**config.mk**
```make
export PLATFORM = sky130hd
export DESIGN_NAME = ref_selector_top
export DESIGN_NICKNAME = d
export VERILOG_FILES = /design/src/rtl/refsel_pkg.sv /design/src/rtl/ref_qual_cell.sv /design/src/rtl/ref_prio_pick.sv /design/src/rtl/ref_sel_ctrl.sv /design/src/rtl/ref_selector_top.sv
export SDC_FILE = /design/constraint.sdc
export NUM_CORES = 1
export LEC_CHECK = 0
export ABC_AREA = 1
export ABC_CLOCK_PERIOD_IN_PS = 11100
export BUFFER_PORTS_ARGS = -buffer_cell sky130_fd_sc_hd__buf_2
export CORE_MARGIN = 2
export CORE_UTILIZATION = 40
export CTS_BUF_LIST = sky130_fd_sc_hd__clkbuf_2 sky130_fd_sc_hd__clkbuf_4 sky130_fd_sc_hd__clkbuf_8
export CTS_CLUSTER_DIAMETER = 40
export CTS_CLUSTER_SIZE = 20
export DETAILED_ROUTE_END_ITERATION = 10
export GPL_TIMING_DRIVEN = 1
export PLACE_DENSITY = 0.57
export SYNTH_ARGS = -nofsm -noshare
export SYNTH_HDL_FRONTEND = slang
export SYNTH_SLANG_ARGS = --single-unit
```
**constraint.sdc**
```tcl
create_clock -name clk -period 11.1 [get_ports clk]
set_clock_uncertainty 0.2 [all_clocks]
set_input_delay 0 -clock clk [delete_from_list [all_inputs] [get_ports clk]]
set_output_delay 0 -clock clk [all_outputs]
set_load 0.01 [all_outputs]
```
**src/rtl/refsel_pkg.sv**
```systemverilog
package refsel_pkg;

    localparam int unsigned CODE_W = 4;

    typedef logic [CODE_W-1:0] sel_code_t;

    localparam sel_code_t CODE_FREERUN  = 4'd0;
    localparam sel_code_t CODE_HOLDOVER = 4'd13;

    // per-reference qualification state with its transition strobes
    typedef struct packed {
        logic qualified;
        logic rise;
        logic fall;
    } qual_state_t;

    // result of the priority search
    typedef struct packed {
        logic      found;
        sel_code_t idx;
    } pick_t;

    // references are numbered from one, bit index from zero
    function automatic sel_code_t code_of_index(input sel_code_t idx);
        return idx + sel_code_t'(1);
    endfunction

    function automatic sel_code_t fallback_code(input logic holdover_ok);
        return holdover_ok ? CODE_HOLDOVER : CODE_FREERUN;
    endfunction

endpackage

```
**src/rtl/ref_qual_cell.sv**
```systemverilog
module ref_qual_cell
    import refsel_pkg::*;
#(
    parameter int unsigned QTIME_W = 6
) (
    input  logic               clk,
    input  logic               rst,
    input  logic               tick,
    input  logic               alarm,
    input  logic               in_range,
    input  logic [QTIME_W-1:0] qual_time,
    output qual_state_t        state
);

    logic               good;
    logic [QTIME_W-1:0] dwell_cnt;
    qual_state_t        st_q;

    assign good  = !alarm && in_range;
    assign state = st_q;

    always_ff @(posedge clk) begin
        if (rst) begin
            dwell_cnt <= '0;
            st_q      <= '0;
        end else begin
            st_q.rise <= 1'b0;
            st_q.fall <= 1'b0;
            if (!good) begin
                dwell_cnt <= '0;
                if (st_q.qualified) begin
                    st_q.qualified <= 1'b0;
                    st_q.fall      <= 1'b1;
                end
            end else if (!st_q.qualified && tick) begin
                if (dwell_cnt >= qual_time) begin
                    st_q.qualified <= 1'b1;
                    st_q.rise      <= 1'b1;
                    dwell_cnt      <= '0;
                end else begin
                    dwell_cnt <= dwell_cnt + 1'b1;
                end
            end
        end
    end


    disq_now_chk: assert property (@(posedge clk) disable iff (rst)
        (st_q.qualified && !good) |=> !st_q.qualified);


    qual_needs_tick_chk: assert property (@(posedge clk) disable iff (rst)
        $rose(st_q.qualified) |-> $past(tick && good));


    up_evt_single_chk: assert property (@(posedge clk) disable iff (rst)
        st_q.rise |=> !st_q.rise);


    down_evt_flag_chk: assert property (@(posedge clk) disable iff (rst)
        st_q.fall |-> !st_q.qualified);

endmodule

```
**src/rtl/ref_prio_pick.sv**
```systemverilog
module ref_prio_pick
    import refsel_pkg::*;
#(
    parameter int unsigned NUM_REFS = 12,
    parameter int unsigned PRIO_W   = 4
) (
    input  logic [NUM_REFS-1:0] qualified,
    input  logic [PRIO_W-1:0]   prio [NUM_REFS],
    output pick_t               pick
);

    logic [PRIO_W-1:0] best_prio;

    // strict less-than keeps the lower index on a tie
    always_comb begin
        pick      = '0;
        best_prio = '1;
        for (int i = 0; i < NUM_REFS; i++) begin
            if (qualified[i] && (prio[i] != '0) &&
                (!pick.found || (prio[i] < best_prio))) begin
                pick.found = 1'b1;
                pick.idx   = sel_code_t'(i);
                best_prio  = prio[i];
            end
        end
    end

endmodule

```
**src/rtl/ref_sel_ctrl.sv**
```systemverilog
module ref_sel_ctrl
    import refsel_pkg::*;
(
    input  logic      clk,
    input  logic      rst,
    input  logic      auto_mode,
    input  sel_code_t manual_code,
    input  logic      holdover_ok,
    input  pick_t     pick,
    output sel_code_t sel_code,
    output logic      change_evt
);

    sel_code_t sel_q;
    sel_code_t sel_nxt;
    logic      evt_q;

    always_comb begin
        if (!auto_mode)
            sel_nxt = manual_code;
        else if (pick.found)
            sel_nxt = code_of_index(pick.idx);
        else
            sel_nxt = fallback_code(holdover_ok);
    end

    always_ff @(posedge clk) begin
        if (rst) begin
            sel_q <= CODE_FREERUN;
            evt_q <= 1'b0;
        end else begin
            sel_q <= sel_nxt;
            evt_q <= auto_mode && (sel_nxt != sel_q);
        end
    end

    assign sel_code   = sel_q;
    assign change_evt = evt_q;


    man_follow_chk: assert property (@(posedge clk) disable iff (rst)
        !auto_mode |=> sel_code == $past(manual_code));


    chg_evt_auto_chk: assert property (@(posedge clk) disable iff (rst)
        change_evt |-> ($past(auto_mode) && sel_code != $past(sel_code)));


    fallback_chk: assert property (@(posedge clk) disable iff (rst)
        (auto_mode && !pick.found) |=> (sel_code == CODE_HOLDOVER || sel_code == CODE_FREERUN));

endmodule

```
**src/rtl/ref_selector_top.sv**
```systemverilog
module ref_selector_top
    import refsel_pkg::*;
#(
    parameter int unsigned NUM_REFS = 12,
    parameter int unsigned PRIO_W   = 4,
    parameter int unsigned QTIME_W  = 6
) (
    input  logic                       clk,
    input  logic                       rst,
    input  logic                       sec_tick,
    input  logic [NUM_REFS-1:0]        act_alarm,
    input  logic [NUM_REFS-1:0]        in_range,
    input  logic [NUM_REFS*PRIO_W-1:0] prio_flat,
    input  logic [QTIME_W-1:0]         qual_time,
    input  logic                       auto_mode,
    input  logic [3:0]                 manual_code,
    input  logic                       holdover_ok,
    output logic [NUM_REFS-1:0]        ref_qualified,
    output logic [3:0]                 sel_code,
    output logic                       sel_change_evt,
    output logic                       qual_up_evt,
    output logic                       qual_down_evt
);

    qual_state_t       qstate [NUM_REFS];
    logic [PRIO_W-1:0] prio_arr [NUM_REFS];
    logic [NUM_REFS-1:0] rise_vec;
    logic [NUM_REFS-1:0] fall_vec;
    pick_t             pick;

    for (genvar g = 0; g < NUM_REFS; g++) begin : g_ref
        assign prio_arr[g] = prio_flat[g*PRIO_W +: PRIO_W];

        ref_qual_cell #(.QTIME_W(QTIME_W)) u_cell (
            .clk       (clk),
            .rst       (rst),
            .tick      (sec_tick),
            .alarm     (act_alarm[g]),
            .in_range  (in_range[g]),
            .qual_time (qual_time),
            .state     (qstate[g])
        );

        assign ref_qualified[g] = qstate[g].qualified;
        assign rise_vec[g]      = qstate[g].rise;
        assign fall_vec[g]      = qstate[g].fall;
    end

    assign qual_up_evt   = |rise_vec;
    assign qual_down_evt = |fall_vec;

    ref_prio_pick #(.NUM_REFS(NUM_REFS), .PRIO_W(PRIO_W)) u_pick (
        .qualified (ref_qualified),
        .prio      (prio_arr),
        .pick      (pick)
    );

    ref_sel_ctrl u_ctrl (
        .clk         (clk),
        .rst         (rst),
        .auto_mode   (auto_mode),
        .manual_code (manual_code),
        .holdover_ok (holdover_ok),
        .pick        (pick),
        .sel_code    (sel_code),
        .change_evt  (sel_change_evt)
    );


    pick_enabled_chk: assert property (@(posedge clk) disable iff (rst)
        pick.found |-> (prio_arr[pick.idx] != '0 && ref_qualified[pick.idx]));


    reset_state_chk: assert property (@(posedge clk)
        rst |=> (ref_qualified == '0 && sel_code == CODE_FREERUN && !sel_change_evt));

endmodule

```
==> run metrics, run 1 <==
DRT Pass-1 Iters=5; synthesis-to-layout area growth=24.19%; Syn Inst Count=1236; via count=~8200; port bufs=105; vias in the first global route=7775; CP max FO=7; family with the most delay on the worst path=simple AND/OR/NAND/NOR gates; Synth cell types=28; Slew @ Worst Pin=roughly 0.74 ns; Die H=around 150 um; DRC Markers=0; status=finished, final reports clean; critical path class=reg -> reg; Slew Viols, Final=0; largest net degree at the start of global routing=18; CP Capture Type=register; Avg Inst Size Synth=about 6.8 um2; TritonCTS Buffers=17; CP dominant cell by count=nand2_2; R2R setup slack=0.41 ns; final cycle utilization of the critical path=0.9630; initial core utilization=0.4104; Worst Path Arrival=10.84 ns; max cap viols=0; RSZ-0062 raised after global routing=yes; worst endpoint required time=about 11 ns; Reg2Reg Depth=~110; Cell Rows=52; Final Setup Violations=0; hold_ws=between 0.007 and 0.008 ns; Rel. slew slack=0.5040; final-report hold violation count=0; Async S/R FF share, synth=0; starting DRC count in detailed routing=between 200 and 300; fin nets=1610; antenna-violating nets left=0; drt wl/cell=about 13 um; die span in x=between 100 and 150 um; antenna cells=0; Die Area=roughly 22000 um2; core footprint=just over 20000 um2; minimum clock period=10.69 ns; Yosys warnings=0; Final Cell Area=between 10000 and 15000 um2; CP bufs+invs=16; Worst-Skew Late Latency=around 0.46 ns; Largest stage delay, worst path=~0.34 ns; Post-synth top flop=dfxtp_1; reg-to-reg critical path startpoint=g_ref[0].u_cell.state[2]; Post-Syn Nets=1423; initial antenna violation count=0; global route total overflow=0; Mapped Area=between 8000 and 9000 um2; Worst Hold Class=in -> reg; Clock Tree Root=clkbuf_8; CP max-delay cell=dfxtp_2; global-route wire length before repair=roughly 36000 um; Seq/Total Area, Yosys=0.2698; dpl hpwl=between 15000 and 20000 um; number of synthesized flops with an enable pin=0; Hold EP=u_ctrl.sel_code[3]; RePlAce Congestion=between 0.8 and 0.9; register bit total from synthesis=~110; post-route setup TNS=0 ns; CTS tree=done; LEAKAGE=~0.0055 uW; Sink Count=between 100 and 150; CTS clk-pin slew, worst paths=around 0.07 ns; share of layout cells above drive strength 1=0.1916; final wirelength=about 22000 um; RR Endpoint=u_ctrl.change_evt; Post-DP Area=about 9400 um2; CP startpoint kind=register; maximum vdd drop=about 0.073 mV; H-tree lvl count=4; PD cells=between 80 and 90 nW/um2; Setup WS post-layout=0.4106 ns; Ports=106; dpl ws=-0.5116 ns; GRT Util Overall=0.2007; Clock Tree Buf Depth=2; hold_sp=prio_flat[46]; Hold Path Depth=8; Vias per Instance=approximately 4.8; Fmax=between 0.09 and 0.1 GHz
area by class of cell:
| class | count | area, um2 |
|---|---|---|
| tap | 270 | 337.8 |
| sequential | 113 | 2263 |
| multi-input combinational | 885 | 5363 |
| fill | 2116 | 10020 |
| inverter | 222 | 833.3 |
| clock inverter | 6 | 80.08 |
| timing repair buffer | 184 | 1222 |
| clock buffer | 25 | 312.8 |
placed cells by master, fill, tap and decap left out, types with 16 or more instances in the layout:
cell	n
nand4_1	16
clkbuf_8	20
xor2_1	24
nor3_1	25
o21ai_0	36
nor2_1	117
nand2_4	18
buf_4	38
a21oi_1	50
dlygate4sd3_1	40
inv_1	211
dfxtp_1	112
o21a_1	32
buf_2	105
nand3_1	111
nand2_2	37
nand2_1	235
ha_1	97
per-stage QoR:
stage / std cells / total power [uW] / utilization
after floorplan: 1236 / 478.9 / -
after global placement: 1624 / 519.7 / 0.4582
after detailed placement: 1624 / 521.0 / 0.4582
after CTS: 1695 / 922.0 / 0.4970
after global routing: 1705 / 959.5 / 0.5097
final: 1705 / 917.7 / 0.5097
cells by family (layout without fill, tap and decap cells):
group / after synthesis / count (layout) / share of synthesized area
simple gates: 594 / 594 / 0.3246
buf+inv: 238 / 437 / 0.1119
compound gates: 155 / 155 / 0.1068
flops: 113 / 113 / 0.2698
fa+ha+maj: 100 / 100 / 0.1492
xor+xnor: 36 / 36 / 0.03761
state kept, by name, summed over array words and instances (netlist names):
| name | count |
|---|---|
| u_ctrl.sel_code | 4 |
| g_ref.u_cell.state | 36 |
| g_ref.u_cell.dwell_cnt | 72 |
| u_ctrl.change_evt | 1 |
cell usage after synthesis (all sizes together) (4+ instances only):
library cell,number,area share
nand2,290,0.15
inv,221,0.099
nor2,119,0.053
nand3,114,0.068
dfxtp,113,0.27
ha,100,0.15
a21oi,55,0.033
o21ai,51,0.030
o21a,32,0.029
nor3,25,0.015
xor2,24,0.025
nand4,16,0.012
buf,12,0.011
xnor2,12,0.013
nor3b,9,0.0081
o21bai,8,0.0072
nand3b,7,0.0063
nor4,7,0.0052
or2,7,0.0052
a31oi,6,0.0045
clkbuf,4,0.0018
per-layer routing:
metal | up-vias | track usage | wire [um]
met5 | - | 0 | 0
met4 | 0 | 0.07190 | 498
met3 | 33 | 0.03028 | 682
met2 | 126 | 0.3306 | 9638
met1 | 3667 | 0.2676 | 10790
li1 | 4348 | - | -
worst reg2reg max path: cells and delay by family (launching register included):
| family | cells | cell delay (ns) |
|---|---|---|
| AND/OR/NAND/NOR | 60 | 4.09 |
| adder cells (fa/ha/maj) | 12 | 3.44 |
| AO/OA/AOI/OAI | 19 | 1.38 |
| buffers and inverters | 16 | 1.03 |
| flip-flops | 1 | 0.34 |
| XOR/XNOR | 1 | 0.14 |
how the worst max path moves through the flow:
stage                     slack [ns]                      from  cells after the start           endpoint
after floorplan                 0.07  g_ref[0].u_cell.state[2]                     97  u_ctrl.change_evt
after global placement          0.01  g_ref[0].u_cell.state[2]                     95  u_ctrl.change_evt
after detailed placement       -0.51  g_ref[0].u_cell.state[2]                     95  u_ctrl.change_evt
after CTS                      0.008  g_ref[0].u_cell.state[2]                    105  u_ctrl.change_evt
after global routing           -0.52  g_ref[0].u_cell.state[2]                    108  u_ctrl.change_evt
final                           0.41  g_ref[0].u_cell.state[2]                    108  u_ctrl.change_evt
where the power goes:
| group | internal [uW] | switching [uW] |
|---|---|---|
| logic | 45.9 | 67.4 |
| registers | 408 | 2.51 |
| clock network | 227 | 167 |
| total | 681 | 237 |
timing repair:
action	in CTS	in global routing
gates resized for setup	9	57
hold buffers	40	0
buffers inserted	0	10
setup endpoints to repair	4	5
endpoints found under the hold margin	113	0
pin swaps	0	41
Power figures use the tool's default switching activity.
==> inputs of run 2 (changes only) <==
--- a/config.mk
+++ b/config.mk
@@ -8,6 +8,7 @@
 export ABC_AREA = 1
 export ABC_CLOCK_PERIOD_IN_PS = 11100
 export BUFFER_PORTS_ARGS = -buffer_cell sky130_fd_sc_hd__buf_2
+export CORE_ASPECT_RATIO = 0.7
 export CORE_MARGIN = 2
 export CORE_UTILIZATION = 40
 export CTS_BUF_LIST = sky130_fd_sc_hd__clkbuf_2 sky130_fd_sc_hd__clkbuf_4 sky130_fd_sc_hd__clkbuf_8
==> run 2 against run 1 <==
- largest cell class unchanged
- critical path depth fell by 7
- setup slack improved by 0.072 ns
- cell count rose by 0.59%
- largest power group is now the clock network
- worst hold slack improved by 0.075 ns
- critical path type unchanged
- via count fell by 1.2%
==> run metrics, run 2 (synthesized netlist as in run 1, its figures left out) <==
GRT Util Overall=0.1974 (-0.003276); hold_ws=0.08295 ns (+0.07546 ns); global-route wire length before repair=35550 um (-1.6%); largest net degree at the start of global routing=18 (unchanged); antenna cells=0 (unchanged); vias in the first global route=7555 (-2.8%); most flop-heavy register=g_ref.u_cell.dwell_cnt; CP dominant cell by count=nand2_2; critical path class=reg -> reg; drt wl/cell=12.57 um (-0.81%); CP Capture Type=register; Fmax=0.09419 GHz (+0.68%); initial antenna violation count=0 (unchanged); CP max-delay cell=dlygate4sd3_1; Die H=125.1 um (-16%); Clock Tree Buf Depth=2 (unchanged); initial core utilization=0.4061 (-0.004278); H-tree lvl count=4 (unchanged); TritonCTS Buffers=17 (unchanged); global route total overflow=0 (unchanged); CP max FO=8 (+1); Clock Tree Root=clkbuf_8; status=finished, final reports clean; DRT Pass-1 Iters=5 (unchanged); maximum vdd drop=0.05164 mV (-29%); Largest stage delay, worst path=0.57 ns (+0.23 ns); Reg2Reg Depth=101 (-6.5%); Ports=106 (unchanged); Die Area=22150 um2 (about the same); Final Setup Violations=0 (unchanged); synthesis-to-layout area growth=25.44%; die span in x=177.0 um (+19%); CTS clk-pin slew, worst paths=0.08 ns (about the same); RSZ-0062 raised after global routing=yes; Cell Rows=44 (-15%); Worst Hold Class=in -> reg; PD cells=92.03 nW/um2 (+4.4%); fin nets=1614 (+0.25%); DRC Markers=0 (unchanged); max FFs per register=72 (unchanged); Worst Path Arrival=10.73 ns (-0.11 ns); dpl hpwl=16240 um (-1.1%); worst endpoint required time=11.21 ns (-0.04 ns); dpl ws=-0.5332 ns (-0.02164 ns); antenna-violating nets left=0 (unchanged); most common cell after layout, fill and taps aside=nand2_1; port bufs=105 (unchanged); core footprint=20640 um2 (+1.1%); Slew Viols, Final=0 (unchanged); Setup WS post-layout=0.4830 ns (+0.07232 ns); most frequent cells in the layout=nand2_1 (239), inv_1 (210), nor2_1 (115); Hold Path Depth=8 (unchanged); RePlAce Congestion=0.9045 (+8.2%); final-report hold violation count=0 (unchanged); Rel. slew slack=0.5068 (+0.002755); minimum clock period=10.62 ns (-0.07232 ns); final wirelength=21560 um (-0.23%); Vias per Instance=4.708 (-1.8%); LEAKAGE=0.005564 uW (+0.52%); CP startpoint kind=register; share of layout cells above drive strength 1=0.1946 (+0.002942); max cap viols=0 (unchanged); final cycle utilization of the critical path=0.9565 (-0.006515); Slew @ Worst Pin=0.7331 ns (-0.01007 ns); CTS tree=done; starting DRC count in detailed routing=480 (+79%); via count=8074 (-1.2%); Worst-Skew Late Latency=0.44 ns (-0.02 ns); Sink Count=113 (unchanged)
[run 2: cell count changes in the layout (fill, tap and decap cells not counted), sizes merged]
cell	before	now
clkbuf	25	22
dlygate4sd3	40	37
inv	222	221
clkinvlp	0	2
bufinv	2	4
buf	144	151
[run 2: critical path: cells and delay by family (launching register included)]
kind / cells / cell delay [ns]
buf+inv: 14 / 1.38
simple gates: 58 / 4.13
compound gates: 18 / 1.43
fa+ha+maj: 11 / 3.04
flops: 1 / 0.35
[run 2: cell type report]
cell class | instances | area [um2]
Fill cell | 2077 | 10130
Multi-Input combinational cell | 885 | 5384
Sequential cell | 113 | 2263
Timing Repair Buffer | 188 | 1241
Inverter | 222 | 833.3
Tap cell | 276 | 345.3
Clock buffer | 22 | 296.5
Clock inverter | 9 | 153.9
[run 2: per-stage QoR]
step / setup TNS [ns] / util / std cells / cell area [um2] / total power (uW)
2_1_floorplan: 0 / - / 1236 / 8384 / 478.9
6_report: 0 / 0.5095 / 1715 / 10520 / 967.9
5_1_grt: -1.741 / 0.5095 / 1715 / 10520 / 1015
4_1_cts: 0 / 0.4972 / 1708 / 10260 / 975.5
3_3_place_gp: 0 / 0.4574 / 1640 / 9443 / 520.9
3_5_place_dp: -0.9679 / 0.4574 / 1640 / 9443 / 522.1
[run 2: power breakdown]
part           leakage (uW)  internal (uW)  switching, uW
clock network      0.000224            270            173
logic               0.00443           46.5           68.1
registers          0.000912            408           2.39
total               0.00556            724            244
[run 2: final timing paths]
check | startpoint | end | slack [ns]
min reg2reg | g_ref[9].u_cell.dwell_cnt[0] | g_ref[9].u_cell.dwell_cnt[0] | 0.29
min | prio_flat[44] | u_ctrl.sel_code[2] | 0.08
max reg2reg | g_ref[0].u_cell.state[2] | u_ctrl.sel_code[0] | 0.48
max | g_ref[0].u_cell.state[2] | u_ctrl.sel_code[0] | 0.48
[run 2: layer usage]
| metal | vias up | track usage | share of wire |
|---|---|---|---|
| met4 | 0 | 0.04132 | 0.0061 |
| met5 | - | 0 | 0 |
| li1 | 4361 | - | - |
| met2 | 178 | 0.3085 | 0.43 |
| met3 | 10 | 0.03619 | 0.046 |
| met1 | 3525 | 0.2825 | 0.52 |
[run 2: what timing repair did]
item | 4_1_cts | 5_1_grt
hold buffers | 37 | 0
endpoints found under the setup margin | 4 | 5
setup buffers | 0 | 7
gates resized for setup | 9 | 54
pin swaps | 0 | 52
hold endpoints to repair | 113 | 0
==> inputs of run 3 (changes only) <==
--- a/config.mk
+++ b/config.mk
@@ -10,13 +10,14 @@
 export BUFFER_PORTS_ARGS = -buffer_cell sky130_fd_sc_hd__buf_2
 export CORE_ASPECT_RATIO = 0.7
 export CORE_MARGIN = 2
-export CORE_UTILIZATION = 40
+export CORE_UTILIZATION = 56
 export CTS_BUF_LIST = sky130_fd_sc_hd__clkbuf_2 sky130_fd_sc_hd__clkbuf_4 sky130_fd_sc_hd__clkbuf_8
 export CTS_CLUSTER_DIAMETER = 40
 export CTS_CLUSTER_SIZE = 20
 export DETAILED_ROUTE_END_ITERATION = 10
 export GPL_TIMING_DRIVEN = 1
-export PLACE_DENSITY = 0.57
+export PLACE_DENSITY = 0.76
 export SYNTH_ARGS = -nofsm -noshare
 export SYNTH_HDL_FRONTEND = slang
+export SYNTH_HIERARCHICAL = 1
 export SYNTH_SLANG_ARGS = --single-unit
==> run 3 against run 2 <==
- die area down 20%
- sequential power hardly changed
- highest routed layer unchanged
- final area rose by 12%
- area after synthesis is 11% higher
- largest cell class unchanged
- count of clock-buffer cells in the layout fell by 2
- global-route usage grew 7.4 points
==> run metrics, run 3 <==
P_int=717.2 uW (-0.98%); global route total overflow=0 (unchanged); share of layout cells above drive strength 1=0.2352 (+0.04064); most flop-heavy register=g_ref.u_cell/dwell_cnt; Slew @ Worst Pin=0.7401 ns (+0.007048 ns); Vias per Instance=4.990 (+6.0%); register bit total from synthesis=113 (unchanged); leading post-synthesis cells by cell area=dfxtp_1 (24%), nand2_1 (17%), ha_1 (13%); Worst Hold Class=in -> reg; sw frac=0.2618 (+0.01012); critical path class=reg -> reg; max cap viols=0 (unchanged); Die H=111.9 um (-11%); worst endpoint required time=11.24 ns (+0.03 ns); Yosys warnings=6 (+6); Syn Inst Count=1436 (+16%); maximum vdd drop=0.1191 mV (+130%); final-report hold violation count=0 (unchanged); CP dominant cell by count=nand2_1; LEAKAGE=0.006558 uW (+18%); synthesis-to-layout area growth=26.53%; DRT Pass-1 Iters=6 (+1); DRC Markers=0 (unchanged); antenna-violating nets left=0 (unchanged); final cycle utilization of the critical path=0.9944 (+0.03790); drt wl/cell=13.01 um (+3.5%); Largest stage delay, worst path=0.35 ns (-0.22 ns); most frequent cell after synthesis=nand2_1; final wirelength=24720 um (+15%); Final Setup Violations=0 (unchanged); PD cells=82.48 nW/um2 (-10%); Fmax=0.09060 GHz (-3.8%); CTS tree=done; Clock Power Share=0.438 (-0.019); initial antenna violation count=0 (unchanged); port bufs=105 (unchanged); minimum clock period=11.04 ns (+0.4207 ns); CP max FO=8 (unchanged); Slew Viols, Final=0 (unchanged); combinational power share=0.139 (+0.021); RePlAce Congestion=0.8782 (-2.9%); placed cell count=1800 (+9.8%); largest net degree at the start of global routing=30 (+12); vias in the first global route=8591 (+14%); via count=9481 (+17%); status=finished, final reports clean; Post-Syn Nets=1623 (+14%); max FFs per register=72 (unchanged); Synth cell types=30 (+7.1%); global-route wire length before repair=38860 um (+9.3%); Worst-Skew Late Latency=0.44 ns (about the same); CP max-delay cell=dfxtp_2; fin nets=1850 (+15%); Sink Count=113 (unchanged); Async S/R FF share, synth=0 (unchanged); Fillers=1344 (-35%); most frequent cells in the layout=nand2_1 (396), inv_1 (263), nor2_1 (152); Cell Rows=39 (-11%); Seq/Total Area, Yosys=0.2430 (-0.02680); die span in x=158.1 um (-11%); Die Area=17690 um2 (-20%); Worst Path Arrival=11.18 ns (+0.45 ns); Post-synth top flop=dfxtp_1; Mapped Area=9309 um2 (+11%); footprint of the multi-input gates=6261 um2 (+16%); Clock Tree Buf Depth=2 (unchanged); CP Capture Type=register; Synth top area share=0.2430 (-0.02680); Ports=106 (unchanged); number of synthesized flops with an enable pin=0 (unchanged); R2R setup slack=0.06 ns (-0.42 ns); Synth top cells by count=nand2_1 (420), inv_1 (266), nor2_1 (155); starting DRC count in detailed routing=814 (+70%); Clock Tree Root=clkbuf_8; sequential share of power=0.423 (about the same); Post-Route Utilization=0.7227 (+0.2133); most common cell after layout, fill and taps aside=nand2_1; antenna cells=0 (unchanged); initial core utilization=0.5712 (+0.1650); H-tree lvl count=4 (unchanged); dpl hpwl=16730 um (+3.0%); CTS clk-pin slew, worst paths=0.07 ns (about the same); TritonCTS Buffers=17 (unchanged); core footprint=16300 um2 (-21%); P_sw=254.3 uW (+4.4%); sequential cell area=2263 um2 (unchanged); GRT Util Overall=0.2717 (+0.07431); Rel. slew slack=0.5066 (about the same); Synth area leader=dfxtp_1; final cell count without fillers=1900 (+11%); CP startpoint kind=register; RSZ-0062 raised after global routing=yes; Avg Inst Size Synth=6.483 um2 (-4.4%)
-- run 3: power groups by stage --
stage / registers [uW] / logic [uW] / clock network [uW]
floorplan: 420 / 67.9 / 0
global placement: 420 / 111 / 0
detailed placement: 420 / 115 / 0
CTS: 411 / 126 / 432
global route: 411 / 150 / 451
finish: 411 / 135 / 425
-- run 3: layer usage --
layer	vias up	wire, um	GRT usage
met4	0	383	0.07147
met1	4269	11790	0.3795
met3	43	1440	0.04632
met2	295	11110	0.4348
li1	4874	-	-
met5	-	0	0
-- run 3: final cells by class --
type / count / area share
Multi-Input combinational cell: 1031 / 0.5315
Clock buffer: 20 / 0.02284
Timing Repair Buffer: 208 / 0.1216
Tap cell: 225 / 0.02390
Clock inverter: 11 / 0.01370
Inverter: 292 / 0.09422
Sequential cell: 113 / 0.1922
-- run 3: final timing paths --
path,startpoint,to,cells after the start
worst max register to register,g_ref[0].u_cell/state[2],u_ctrl/change_evt,105
worst max-delay path,g_ref[0].u_cell/state[2],u_ctrl/change_evt,105
worst min-delay path,sec_tick,g_ref[4].u_cell/dwell_cnt[0],4
worst min register to register,g_ref[6].u_cell/dwell_cnt[5],g_ref[6].u_cell/dwell_cnt[5],4
-- run 3: what timing repair did --
item / CTS / global route
pin swaps: 0 / 84
setup buffers: 0 / 21
hold buffers: 49 / 0
gates resized for setup: 13 / 78
hold endpoints to repair: 113 / 0
endpoints found under the setup margin: 5 / 5
-- run 3: worst max-delay path, delay by kind of cell, from the launching register on --
family / cells / cell delay (ns)
DFF: 1 / 0.35
buffers and inverters: 6 / 0.45
adders and majority gates: 11 / 2.96
xor gates and xnor gates: 1 / 0.14
and+or+nand+nor: 75 / 5.71
AOI/OAI and AO/OA: 12 / 1.08
-- run 3: through the flow --
stage | power (uW) | setup TNS [ns] | hold WS [ns] | setup slack, ns | instance area, um2
2_1_floorplan | 488.2 | 0 | -0.1309 | 0.04245 | 9310
3_3_place_gp | 531.4 | 0 | 0.07738 | 0.09126 | 10370
3_5_place_dp | 535.0 | -1.627 | 0.07600 | -0.5841 | 10370
4_1_cts | 968.3 | 0 | 0.04709 | 0.003535 | 11300
5_1_grt | 1013 | -1.601 | 0.1448 | -0.6087 | 11780
6_report | 971.5 | 0 | 0.1310 | 0.06228 | 11780
-- run 3: cells by family (layout without fill, tap and decap cells) --
family / count (synthesis) / in the layout / share of synthesized area
and+or+nand+nor: 824 / 824 / 0.4168
AOI/OAI and AO/OA: 58 / 58 / 0.04046
adders and majority gates: 100 / 100 / 0.1344
DFF: 113 / 113 / 0.2430
xor gates and xnor gates: 49 / 49 / 0.04610
buffers and inverters: 292 / 531 / 0.1192
